===== src/rtl/gpio_mask_port.sv =====
module gpio_mask_port #(
  parameter int WIDTH = 18,
  parameter logic [WIDTH-1:0] CHG_BITS = 18'h3C0FF,
  parameter logic [WIDTH-1:0] CHG_DIR  = 18'h0FF0F
) (
  input  logic             clk,
  input  logic             rst_n,
  input  logic [6:0]       cmd_req,
  input  logic [WIDTH-1:0] cmd_arg,
  input  logic [WIDTH-1:0] pin_in,
  output logic [WIDTH-1:0] dout,
  output logic [WIDTH-1:0] oe,
  output logic [WIDTH-1:0] din,
  output logic             ready,
  output logic             rsp_valid,
  output logic [WIDTH-1:0] rsp_data
);
  logic [6:0]       win;
  logic [WIDTH-1:0] bsel, dsel, sync1, sync2, hi_mask, lo_mask;

  assign win   = cmd_req & (~cmd_req + 7'd1);
  assign bsel  = cmd_arg & CHG_BITS;
  assign dsel  = cmd_arg & CHG_DIR;
  assign ready = |(din & hi_mask) | |(~din & lo_mask);

  always_ff @(posedge clk) begin
    if (!rst_n) begin
      sync1 <= '0; sync2 <= '0; din <= '0;
      dout <= '0; oe <= '0; hi_mask <= '0; lo_mask <= '0;
      rsp_valid <= 1'b0; rsp_data <= '0;
    end else begin
      sync1 <= pin_in;
      sync2 <= sync1;
      din   <= sync2;
      rsp_valid <= win[2] | win[3];
      if (win[0]) dout <= dout | bsel;
      if (win[1]) dout <= dout & ~bsel;
      if (win[2]) begin
        oe       <= oe & ~dsel;
        rsp_data <= ~(oe & ~dsel);
      end
      if (win[3]) begin
        oe       <= oe | dsel;
        rsp_data <= oe | dsel;
      end
      if (win[4]) hi_mask <= hi_mask | cmd_arg;
      if (win[5]) lo_mask <= lo_mask | cmd_arg;
      if (win[6]) begin
        hi_mask <= hi_mask & ~cmd_arg;
        lo_mask <= lo_mask & ~cmd_arg;
      end
    end
  end

  AST_FIXED_DOUT: assert property (@(posedge clk) disable iff (!rst_n)
    $stable(dout & ~CHG_BITS));
  AST_FIXED_OE: assert property (@(posedge clk) disable iff (!rst_n)
    $stable(oe & ~CHG_DIR));
  AST_SET_WINS: assert property (@(posedge clk) disable iff (!rst_n)
    (cmd_req[0] && cmd_req[1]) |=> ((dout & $past(bsel)) == $past(bsel)));
  AST_OUT_RSP: assert property (@(posedge clk) disable iff (!rst_n)
    (cmd_req[3] && cmd_req[2:0] == 3'b0) |=> (rsp_valid && rsp_data == oe));
  AST_IN_RSP: assert property (@(posedge clk) disable iff (!rst_n)
    (cmd_req[2] && cmd_req[1:0] == 2'b0) |=> (rsp_valid && rsp_data == ~oe));
  AST_CLR_ALL: assert property (@(posedge clk) disable iff (!rst_n)
    (cmd_req[6] && cmd_req[5:0] == 6'b0 && &cmd_arg) |=> !ready);
endmodule


===== config.mk =====
export PLATFORM = sky130hd
export DESIGN_NAME = gpio_mask_port
export DESIGN_NICKNAME = d
export VERILOG_FILES = /design/src/rtl/gpio_mask_port.sv
export SDC_FILE = /design/constraint.sdc
export NUM_CORES = 1
export LEC_CHECK = 0
export BUFFER_PORTS_ARGS = -buffer_cell sky130_fd_sc_hd__buf_2
export CORE_AREA = 2 2 114 83
export CTS_BUF_LIST = sky130_fd_sc_hd__clkbuf_4
export DETAILED_ROUTE_END_ITERATION = 10
export DIE_AREA = 0 0 116 85
export HOLD_SLACK_MARGIN = 0.02
export PLACE_DENSITY = 0.8
export SYNTH_ARGS = -nofsm -noshare
export SYNTH_HDL_FRONTEND = slang
export SYNTH_SLANG_ARGS = --single-unit

===== constraint.sdc =====
create_clock -name clk -period 2.2 [get_ports clk]
set_input_delay 0.33 -clock clk [delete_from_list [all_inputs] [get_ports clk]]
set_output_delay 0.33 -clock clk [all_outputs]
set_load 0.05 [all_outputs]

Word level (Yosys, flattened, before mapping)
Index checks and enable logic that the tools add are counted.
{ "totals": {"out_inout_bits": 74, "inputBits": 45, "wordCells": 45, "ff_bits": 145} }
{ "classes": {"mux": 10, "reduce_logical": 6, "n_addsub": 1, "bitwise_logic": 19} }
{ "op_table": {"columns": ["operator", "n"], "rows": [
  ["2-to-1 mux 18 bit", 10],
  ["bitwise AND 18 bit", 6],
  ["NOT 18 bit", 4],
  ["bitwise OR 18 bit", 3],
  ["OR reduction 18 bit", 2],
  ["NOT 16 -> 18 bit", 1],
  ["bitwise OR 18 x 16 -> 18 bit", 1],
  ["nonzero test 2 bit", 4],
  ["adder 7 x 1 -> 7 bit, second input constant", 1],
  ["bitwise AND 7 bit", 1],
  ["NOT 7 bit", 1],
  ["bitwise OR 1 bit", 2]
]} }

Depth between registers and ports, before layout
Gate-level depths: netlist of the first run.
{ "logic_depth": {"depth_word": 5, "ltp_mapped": 7, "depth_no_buf": 4} }

Worst setup path after synthesis of the first run
OpenSTA, ideal clock, no wires.
{ "synth_timing": {"kind": "reg-to-output", "from": "reg din[1]", "to": "out ready", "required_time_ps": 1870, "stages_incl_launch_ff": 5, "path_slack_ps": 250, "arrival_time_ps": 1620, "n_path_buf": 0, "path_cell_list": "dfxtp_1 -> mux2i_1 -> nand4_1 -> nor3_1 -> nand4_1"} }
{ "synth_between": {"elab_chain_len": 4, "elab_cells_between_ends": 6, "classes_between": "bitwise: 4; reduce/logical: 2"} }
{ "synth_rtl": {"columns": ["item", "line_no", "rtl"], "rows": [
  ["start: declaration", "13", "output logic [WIDTH-1:0] din,"],
  ["start signal: assignment", "34", "din <= sync2;"],
  ["NOT 18 bit", "24", "assign ready = |(din & hi_mask) | |(~din & lo_mask);"],
  ["bitwise AND 18 bit", "24", null],
  ["OR reduction 18 bit", "24", null],
  ["bitwise OR 1 bit *", "24", null],
  ["end: declaration", "14", "output logic ready,"]
]} }
Every way passes the cells marked *; elsewhere a longest branch is shown, timed or not.

Worst setup path in the final report of the first run
Same ends and word-level chain as after synthesis.

==> results.toml, run 1 <==
[status]
outcome = "finished, final reports clean"

[worst_hold_path]
holdPathStages = 3
hp-class = "in -> reg"

[final_layout]
regArea_sq_mm = 0.002574
nets = 658
stdcell_count = 750
area_growth_pct = 22.31
multi_input_area_sq_mm = 0.001823
nFillCells = 723
drive_gt1_share_pct = 27.48
fin_util_pct = 64.61
diodes = 0

[worst_setup_path]
cp-end-kind = "primary output"
crit_family = "simple AND/OR/NAND/NOR gates"
cp.depth = 5
cpMaxStageDelayCell = "dfxtp_2"
worst_path_largest_cell_delay_ns = 0.37
crit_top_cell = "nand4_1"
arrival_ns = 1.79
worstPathMaxFanout = 2
start_kind = "flop"
path_cells = "mux2i_1 -> nand4_1 -> nor3_2 -> nand4_1 -> buf_6"
crit_required_ns = 1.87
cp_num_buf_inv = 1
path_class = "reg -> out"
r2r_cells = 2

[sta]
hold_viol_final = 0
fmax_mhz = 471.3
min_period_ns = 2.122
setup_tns_ns = 0
fin_skew_ns = 0.01478
slew_viol_final = 0
finalSetupViolCount = 0
min_period_over_period_pct = 96.44
rsz0062_at_grt = "true"
worst_hold_slack_ns = 0.1214

[clocking]
cts_tree = "yes"
clock_latency_ns = 0.50
cts_root_buf = "clkbuf_4"
clk_pin_slew_ns = 0.12
cts_max_level = 4
clock-sinks = 128
clock_path_buffers = 2
cts_inserted_buffers = 17

[floorplanning]
coreArea_sq_mm = 0.008781
io_pins = 119
die_area_sq_mm = 0.009860
floorplan.die.height_um = 85
fp.dieW_um = 116
initial_core_util_pct = 52.82
rows = 29

[global_routing]
grt_pass1_wl_mm = 16.75
grt_overflow = 0
grt_max_degree = 111
antenna_found_initial = 0
grt_usage_pct = 21.92
grt_pass1_vias = 3480

[synth]
yosys.area.top_type_share_pct = 55.25
synth_warnings = 0
muxShareOfSynthArea_pct = 3.885
seq_area_frac_synth_pct = 55.25
yosysMostFrequentCell = "dfxtp_1"
synth-edff-count = 0
async_flop_share_pct = 0
synth_compound_area_share_pct = 13.25
syn_inst = 492
netlist_area_sq_mm = 0.004638
ys_ff_latch = 128
synth_commonest_cells = "128 x dfxtp_1, 55 x and2_1, 50 x nor2_1"
synthAdderAreaFrac_pct = 0
synth_cell_type_count = 30
ys.flop_type = "dfxtp_1"
synth-simple-area-share_pct = 18.40
ys_top_cells_by_area = "dfxtp_1 55%, and2_1 7.4%, a21oi_1 5.3%"
yosys.area.top_type = "dfxtp_1"
synth_xor_area_share_pct = 2.266
synth_top_family_by_area = "simple AND/OR/NAND/NOR gates"
syn_area_per_cell_sq_um = 9.427

[placed_design]
hpwl_mm = 7.198
io_buffer_count = 106
dp_cells = 700
gp_congestion = 0.7923

[detailed_routing]
wirelength_mm = 10.42
drc = 0
antenna_left = 0
wl_per_cell_um = 13.90
vias = 3707
first_pass_iters = 4
drt_iter0_markers = 283
vias_per_cell = 4.943

[power_and_ir_drop]
p_total_mw = 4.441
peakVddDrop_uv = 426.4
power_density_mw_per_mm2 = 782.8
leakage_nw = 2.626

[flow_run]
cap_viol_max_count = 0
-- placed cells by master (no fill, tap or decap), types with 2 or more instances in the layout --
master / instances
clkinv_2: 4
clkinv_4: 5
nand2_1: 37
conb_1: 12
xor2_1: 12
a22oi_1: 12
o21ai_0: 20
clkbuf_4: 18
dfxtp_2: 9
a31oi_1: 12
nor2b_1: 13
nor2_1: 50
buf_2: 105
buf_4: 8
clkinv_1: 2
and2_1: 55
a21oi_1: 49
o21ai_2: 10
mux2i_2: 3
dlygate4sd3_1: 18
inv_1: 19
dfxtp_1: 119
nand4_1: 4
mux2i_1: 15
-- per-stage QoR --
step / area [sq um] / setup slack (ns)
global placement: 5206 / 0.1942
global route: 5673 / -0.02751
floorplan: 4679 / 0.2504
finish: 5673 / 0.07832
detailed placement: 5206 / 0.1273
CTS: 5599 / 0.03444
-- worst reg2reg max path: stages, from the launching register on --
cell	delay [ns]
dfxtp_1	0.41
xor2_1	0.17
a31oi_1	0.10
-- per-layer routing --
layer  global-route usage (%)  wire (um)  up-vias  share of wire, %
met5                        0          0        -                 0
met3                    6.643        671       14               6.4
li1                         -          -     1848                 -
met1                    29.47       4799     1715                46
met4                    7.359         99        0              0.95
met2                    33.86       4852      130                47
-- worst paths after layout --
check	slack, ns	start	endpoint
setup / recovery	0.08	din[1]	ready
hold / removal	0.12	cmd_arg[12]	flop
setup reg to reg	1.41	flop	rsp_data[1]
hold reg to reg	0.44	sync2[17]	din[17]
-- logic make-up (layout without fill, tap and decap cells) --
kind of cell           Yosys count  count (layout)
AO/OA/AOI/OAI                  105             105
XOR/XNOR                        12              12
buffers and inverters           61             184
flip-flops                     128             128
multiplexers                    18              18
other                            1              12
AND/OR/NAND/NOR                167             167
-- layout make-up --
type | instances | area share (%)
clock buffer | 18 | 2.382
clock inverter | 14 | 2.073
inverter | 19 | 1.257
multi-input combinational | 314 | 32.14
sequential | 128 | 45.37
tap | 124 | 2.735
timing repair buffer | 133 | 14.05
-- repair_timing --
action,in CTS,in global routing
resized for setup,4,11
setup endpoints to repair,1,1
pin swaps,0,1
setup buffers,0,0
hold buffers,13,5
endpoints found under the hold margin,13,5
-- report_power, final --
part	total, mW	internal, mW	switching [mW]
Sequential	2.44	2.40	0.0404
Combinational	0.583	0.177	0.406
Clock	1.42	0.568	0.849
Note: power is estimated with default switching activity, not from simulation.
==> run 2, diff against run 1 <==
--- a/config.mk
+++ b/config.mk
@@ -6,12 +6,12 @@
 export NUM_CORES = 1
 export LEC_CHECK = 0
 export BUFFER_PORTS_ARGS = -buffer_cell sky130_fd_sc_hd__buf_2
-export CORE_AREA = 2 2 114 83
+export CORE_AREA = 2 2 125 90
 export CTS_BUF_LIST = sky130_fd_sc_hd__clkbuf_4
 export DETAILED_ROUTE_END_ITERATION = 10
-export DIE_AREA = 0 0 116 85
+export DIE_AREA = 0 0 127 92
 export HOLD_SLACK_MARGIN = 0.02
-export PLACE_DENSITY = 0.8
+export PLACE_DENSITY = 0.69
 export SYNTH_ARGS = -nofsm -noshare
 export SYNTH_HDL_FRONTEND = slang
 export SYNTH_SLANG_ARGS = --single-unit
==> run 2 against run 1 <==
Cell area rose by 0.37%. Maximum frequency rose by 1.4%. Register-to-register slack barely moved. Clock-buffer cell count rose by 2. Clock power rose by 7%. Routed wire length rose by 1.2%. Sequential power barely moved. Largest power group unchanged.
==> results.toml, run 2 (synthesis results as in run 1) <==
[detailed_routing]
drc = 0
vias = 3635
first_pass_iters = 5
antenna_left = 0
wirelength_mm = 10.55
drt_iter0_markers = 250
vias_per_cell = 4.770
wl_per_cell_um = 13.84

[floorplanning]
fp.dieW_um = 127
floorplan.die.height_um = 92
initial_core_util_pct = 43.55
rows = 32
coreArea_sq_mm = 0.01065
die_area_sq_mm = 0.01168
io_pins = 119

[final_layout]
final_common_cell = "dfxtp_1"
final_cell_mix = "120 x dfxtp_1, 105 x buf_2, 55 x and2_1, 50 x nor2_1, 49 x a21oi_1"
fin_area_sq_mm = 0.005694
diodes = 0
stdcell_count = 762
drive_gt1_share_pct = 26.68
area_growth_pct = 22.77
nets = 658

[power_and_ir_drop]
p_switching_mw = 1.271
power_density_mw_per_mm2 = 798.2
switching_share_pct = 27.97
p_clk_share_pct = 33.5
internal_power_mw = 3.274
leakage_nw = 2.627
seqPwrFrac_pct = 53.7
peakVddDrop_uv = 370.4
pwr-share-comb_pct = 12.8

[worst_setup_path]
r2r_cells = 2
cpMaxStageDelayCell = "dfxtp_2"
crit_top_cell = "nand4_1"
path_class = "reg -> out"
timing.rr.end = "rsp_data[1]"
arrival_ns = 1.76
path_cells = "mux2i_1 -> nand4_1 -> nor3_2 -> nand4_1 -> buf_6"
cp-end-kind = "primary output"
start_kind = "flop"
worst_path_largest_cell_delay_ns = 0.39
worstPathMaxFanout = 2
rrSetupSlack_ns = 1.41
crit_required_ns = 1.87

[clocking]
clock_latency_ns = 0.51
cts_inserted_buffers = 17
cts_root_buf = "clkbuf_4"
cts_max_level = 4
clk_pin_slew_ns = 0.11
cts_tree = "yes"
clock_path_buffers = 2
clock-sinks = 128

[status]
outcome = "finished, final reports clean"

[sta]
min_period_ns = 2.093
fin_skew_ns = 0.005798
rsz0062_at_grt = "true"
slew_viol_final = 0
min_period_over_period_pct = 95.14
fmax_mhz = 477.7
finalSetupViolCount = 0
hold_viol_final = 0

[global_routing]
antenna_found_initial = 1
grt_usage_pct = 18.63
grt_pass1_wl_mm = 16.99
grt_overflow = 0
grt_pass1_vias = 3384
grt_max_degree = 111

[worst_hold_path]
hp-class = "in -> reg"
holdPathStages = 3
hold_start = "cmd_arg[7]"

[placed_design]
gp_congestion = 0.7458
dp_cells = 712
io_buffer_count = 106
post_dp_cell_area_sq_mm = 0.005221
hpwl_mm = 7.171

[flow_run]
cap_viol_max_count = 0
[run 2: metal layers]
layer | vias to the layer above | part of all wire, % | GRT usage, %
met5 | - | 0.095 | 0
met4 | 2 | 1.4 | 5.861
met3 | 15 | 7.6 | 7.235
met2 | 118 | 43 | 27.64
met1 | 1664 | 48 | 25.09
li1 | 1836 | - | -
[run 2: final cells by class]
cell class                      count  area, sq um
Fill cell                         951         4956
Clock inverter                     12        117.6
Tap cell                          136        170.2
Sequential cell                   128         2572
Multi-Input combinational cell    314         1815
Clock buffer                       20        150.1
Timing Repair Buffer              133        797.0
Inverter                           19        71.32
[run 2: through the flow]
stage | setup WS, ns | hold WS [ns] | total power [mW] | utilization, % | setup TNS (ns)
5_1_grt | -0.03760 | 0.09394 | 4.741 | 53.47 | -0.03760
3_3_place_gp | 0.1887 | 0.4141 | 3.034 | 49.02 | 0
3_5_place_dp | 0.1214 | 0.4169 | 3.045 | 49.02 | 0
6_report | 0.1068 | 0.1122 | 4.545 | 53.47 | 0
4_1_cts | 0.001295 | 0.06607 | 4.593 | 53.36 | 0
2_1_floorplan | 0.2504 | 0.4119 | 2.901 | - | 0
[run 2: worst max-delay path by stage]
stage	slack (ns)	from	depth (start not counted)	end
floorplan	0.25	din[1]	4	ready
global placement	0.19	cmd_req[2]	6	flop
detailed placement	0.12	cmd_req[2]	6	flop
CTS	0.001	din[6]	5	ready
global route	-0.04	din[8]	5	ready
finish	0.11	din[13]	5	ready
[run 2: critical path, delay by kind of cell, from the launching register on]
family	cells	cell delay (ns)
multiplexers	1	0.21
buffers and inverters	1	0.18
flip-flops	1	0.39
AND/OR/NAND/NOR	3	0.48
[run 2: timing repair]
action,4_1_cts,5_1_grt
resized for setup,5,7
hold buffers,18,0
buffers inserted,0,0
endpoints found under the setup margin,1,1
pin swaps,2,1
hold endpoints to repair,18,0
[run 2: power by group through the flow]
stage          Clock [mW]  Sequential (mW)  Combinational (mW)
2_1_floorplan           0             2.63               0.269
3_3_place_gp            0             2.49               0.545
3_5_place_dp            0             2.49               0.554
4_1_cts              1.57             2.44               0.584
5_1_grt              1.66             2.45               0.628
6_report             1.52             2.44               0.583
==> run 3, diff against run 2 <==
==> config.mk (replaced) <==
export PLATFORM = sky130hd
export DESIGN_NAME = gpio_mask_port
export DESIGN_NICKNAME = d
export VERILOG_FILES = /design/src/rtl/gpio_mask_port.sv
export SDC_FILE = /design/constraint.sdc
export NUM_CORES = 1
export LEC_CHECK = 0
export ABC_AREA = 1
export BUFFER_PORTS_ARGS = -buffer_cell sky130_fd_sc_hd__buf_2
export CORE_AREA = 2 2 134 97
export CTS_BUF_LIST = sky130_fd_sc_hd__clkbuf_4
export DETAILED_ROUTE_END_ITERATION = 10
export DIE_AREA = 0 0 136 99
export HOLD_SLACK_MARGIN = 0.02
export PLACE_DENSITY = 0.67
export SYNTH_ARGS = -nofsm -noshare
export SYNTH_HDL_FRONTEND = slang
export SYNTH_SLANG_ARGS = --single-unit
==> run 3 against run 2 <==
Critical path depth rose by 3. Total power grew 4.3%. Highest routed layer is now met4. Cell area increased by 13%. Critical path type unchanged. Area after synthesis grew 16%. Final cell count grew 43%. Critical endpoint unchanged.
==> results.toml, run 3 <==
[placed_design]
io_buffer_count = 106
gp_congestion = 0.7927
hpwl_mm = 8.049
post_dp_cell_area_sq_mm = 0.005963
dp_cells = 1043

[synth]
synth-edff-count = 0
yosys.area.top_type_share_pct = 47.55
syn_area_per_cell_sq_um = 6.678
ys_top_cells_by_area = "dfxtp_1 48%, nand2_1 16%, inv_1 13%"
synth_commonest_cells = "233 x nand2_1, 181 x inv_1, 128 x dfxtp_1"
synth_cell_type_count = 21
seq_area_frac_synth_pct = 47.55
yosys.area.top_type = "dfxtp_1"
ys_ff_latch = 128
yosysMostFrequentCell = "nand2_1"
async_flop_share_pct = 0
netlist_area_sq_mm = 0.005389
synth_warnings = 0
ys.flop_type = "dfxtp_1"
syn_inst = 807

[final_layout]
diodes = 0
final_cell_mix = "233 x nand2_1, 181 x inv_1, 128 x dfxtp_1, 106 x buf_2, 97 x nor2_1"
final_common_cell = "nand2_1"
fin_area_sq_mm = 0.006439
drive_gt1_share_pct = 16.00
area_growth_pct = 19.48
nets = 963
stdcell_count = 1093

[floorplanning]
floorplan.die.height_um = 99
coreArea_sq_mm = 0.01217
die_area_sq_mm = 0.01346
fp.dieW_um = 136
rows = 34
io_pins = 119
initial_core_util_pct = 44.29

[sta]
min_period_ns = 1.989
worst_hold_slack_ns = 0.1100
hold_viol_final = 0
relSlewSlack_pct = 66.30
fmax_mhz = 502.8
setup_tns_ns = 0
finalSetupViolCount = 0
fin_skew_ns = 0.01215
slew_viol_final = 0
worst_slew_pin_slew_ns = 0.5043
rsz0062_at_grt = "false"
min_period_over_period_pct = 90.40

[worst_setup_path]
worst_path_largest_cell_delay_ns = 0.41
crit_start = "din[1]"
worstPathMaxFanout = 3
path_cells = "inv_1 -> nand2_1 -> nand2_1 -> nor2_1 -> nand2_1 -> nor2_1 -> nand3_1 -> buf_2"
crit_top_cell = "nand2_1"
crit_required_ns = 1.87
arrival_ns = 1.66
path_class = "reg -> out"
cpMaxStageDelayCell = "dfxtp_1"
start_kind = "flop"
cp-end-kind = "primary output"

[power_and_ir_drop]
power_density_mw_per_mm2 = 736.1
leakage_nw = 3.526
peakVddDrop_uv = 388.5

[clocking]
cts_max_level = 4
cts_tree = "yes"
clock-sinks = 128
cts_root_buf = "clkbuf_4"
clock_path_buffers = 2
clock_latency_ns = 0.52
clk_pin_slew_ns = 0.11
cts_inserted_buffers = 17

[global_routing]
grt_pass1_wl_mm = 19.90
grt_usage_pct = 18.81
grt_pass1_vias = 4040
grt_overflow = 0
antenna_found_initial = 0
grt_max_degree = 85

[detailed_routing]
vias_per_cell = 4.328
wl_per_cell_um = 11.06
drt_iter0_markers = 229
vias = 4730
wirelength_mm = 12.09
antenna_left = 0
drc = 0
first_pass_iters = 4

[flow_run]
cap_viol_max_count = 0

[worst_hold_path]
hp-class = "in -> reg"
hold_start = "cmd_arg[5]"

[status]
outcome = "finished, final reports clean"
[run 3: cell types whose count changed after synthesis, sizes merged, moves of 17 or more]
cell	previous run	this run
and2	55	1
o21ai	30	13
inv	19	182
nand3	0	38
nor2	50	100
mux2i	18	0
nand2	37	233
[run 3: through the flow]
stage / power, mW / setup WS (ns) / utilization (%)
floorplan: 2.939 / 0.4557 / -
global placement: 3.085 / 0.7070 / 49.01
detailed placement: 3.089 / 0.6886 / 49.01
CTS: 4.789 / 0.1576 / 52.92
global route: 4.969 / 0.009237 / 52.92
finish: 4.740 / 0.2112 / 52.92
[run 3: cell type report]
| cell class | instances | area, sq um |
|---|---|---|
| multi-input cells | 456 | 1896 |
| clock buffers | 17 | 127.6 |
| well taps | 162 | 202.7 |
| fillers | 1254 | 5728 |
| repair buffers | 132 | 795.8 |
| flip-flops and latches | 128 | 2562 |
| clock inverters | 15 | 167.7 |
| inverters | 183 | 686.9 |
[run 3: routing by layer]
metal  vias to the layer above  track usage, %  routed length [um]
li1                       2561               -                   -
met1                      2041           27.22                6233
met2                       114           26.63                4975
met3                        14           5.453                 672
met4                         0           6.330                 205
met5                         -               0                   0
[run 3: power by group]
part	switching, mW	total, mW	internal, mW	leakage [nW]
Sequential	0.0361	2.43	2.40	1.05
Clock	0.898	1.68	0.782	0.157
Combinational	0.460	0.625	0.165	2.32
[run 3: logic make-up (layout without fill, tap and decap cells)]
family | Yosys count | in the layout | synth area share [%]
other cells | 1 | 12 | 0.06959
compound gates | 52 | 52 | 4.946
flops | 128 | 128 | 47.55
simple gates | 392 | 392 | 29.39
buf+inv | 234 | 347 | 18.04
[run 3: critical path, delay by kind of cell (launching register included)]
family / cells / cell delay, ns
DFF: 1 / 0.41
and+or+nand+nor: 6 / 0.45
buffers and inverters: 2 / 0.27
[run 3: final timing paths]
path / endpoint / slack (ns) / cells past startpoint
setup / recovery: ready / 0.21 / 8
hold / removal: flop / 0.11 / 3
setup reg to reg: rsp_data[14] / 1.33 / 5
hold reg to reg: din[12] / 0.42 / 2
[run 3: repair_timing]
| item | in CTS | in global routing |
|---|---|---|
| hold endpoints to repair | 18 | 0 |
| gates resized for setup | 0 | 0 |
| setup buffers | 0 | 0 |
| hold buffers | 18 | 0 |
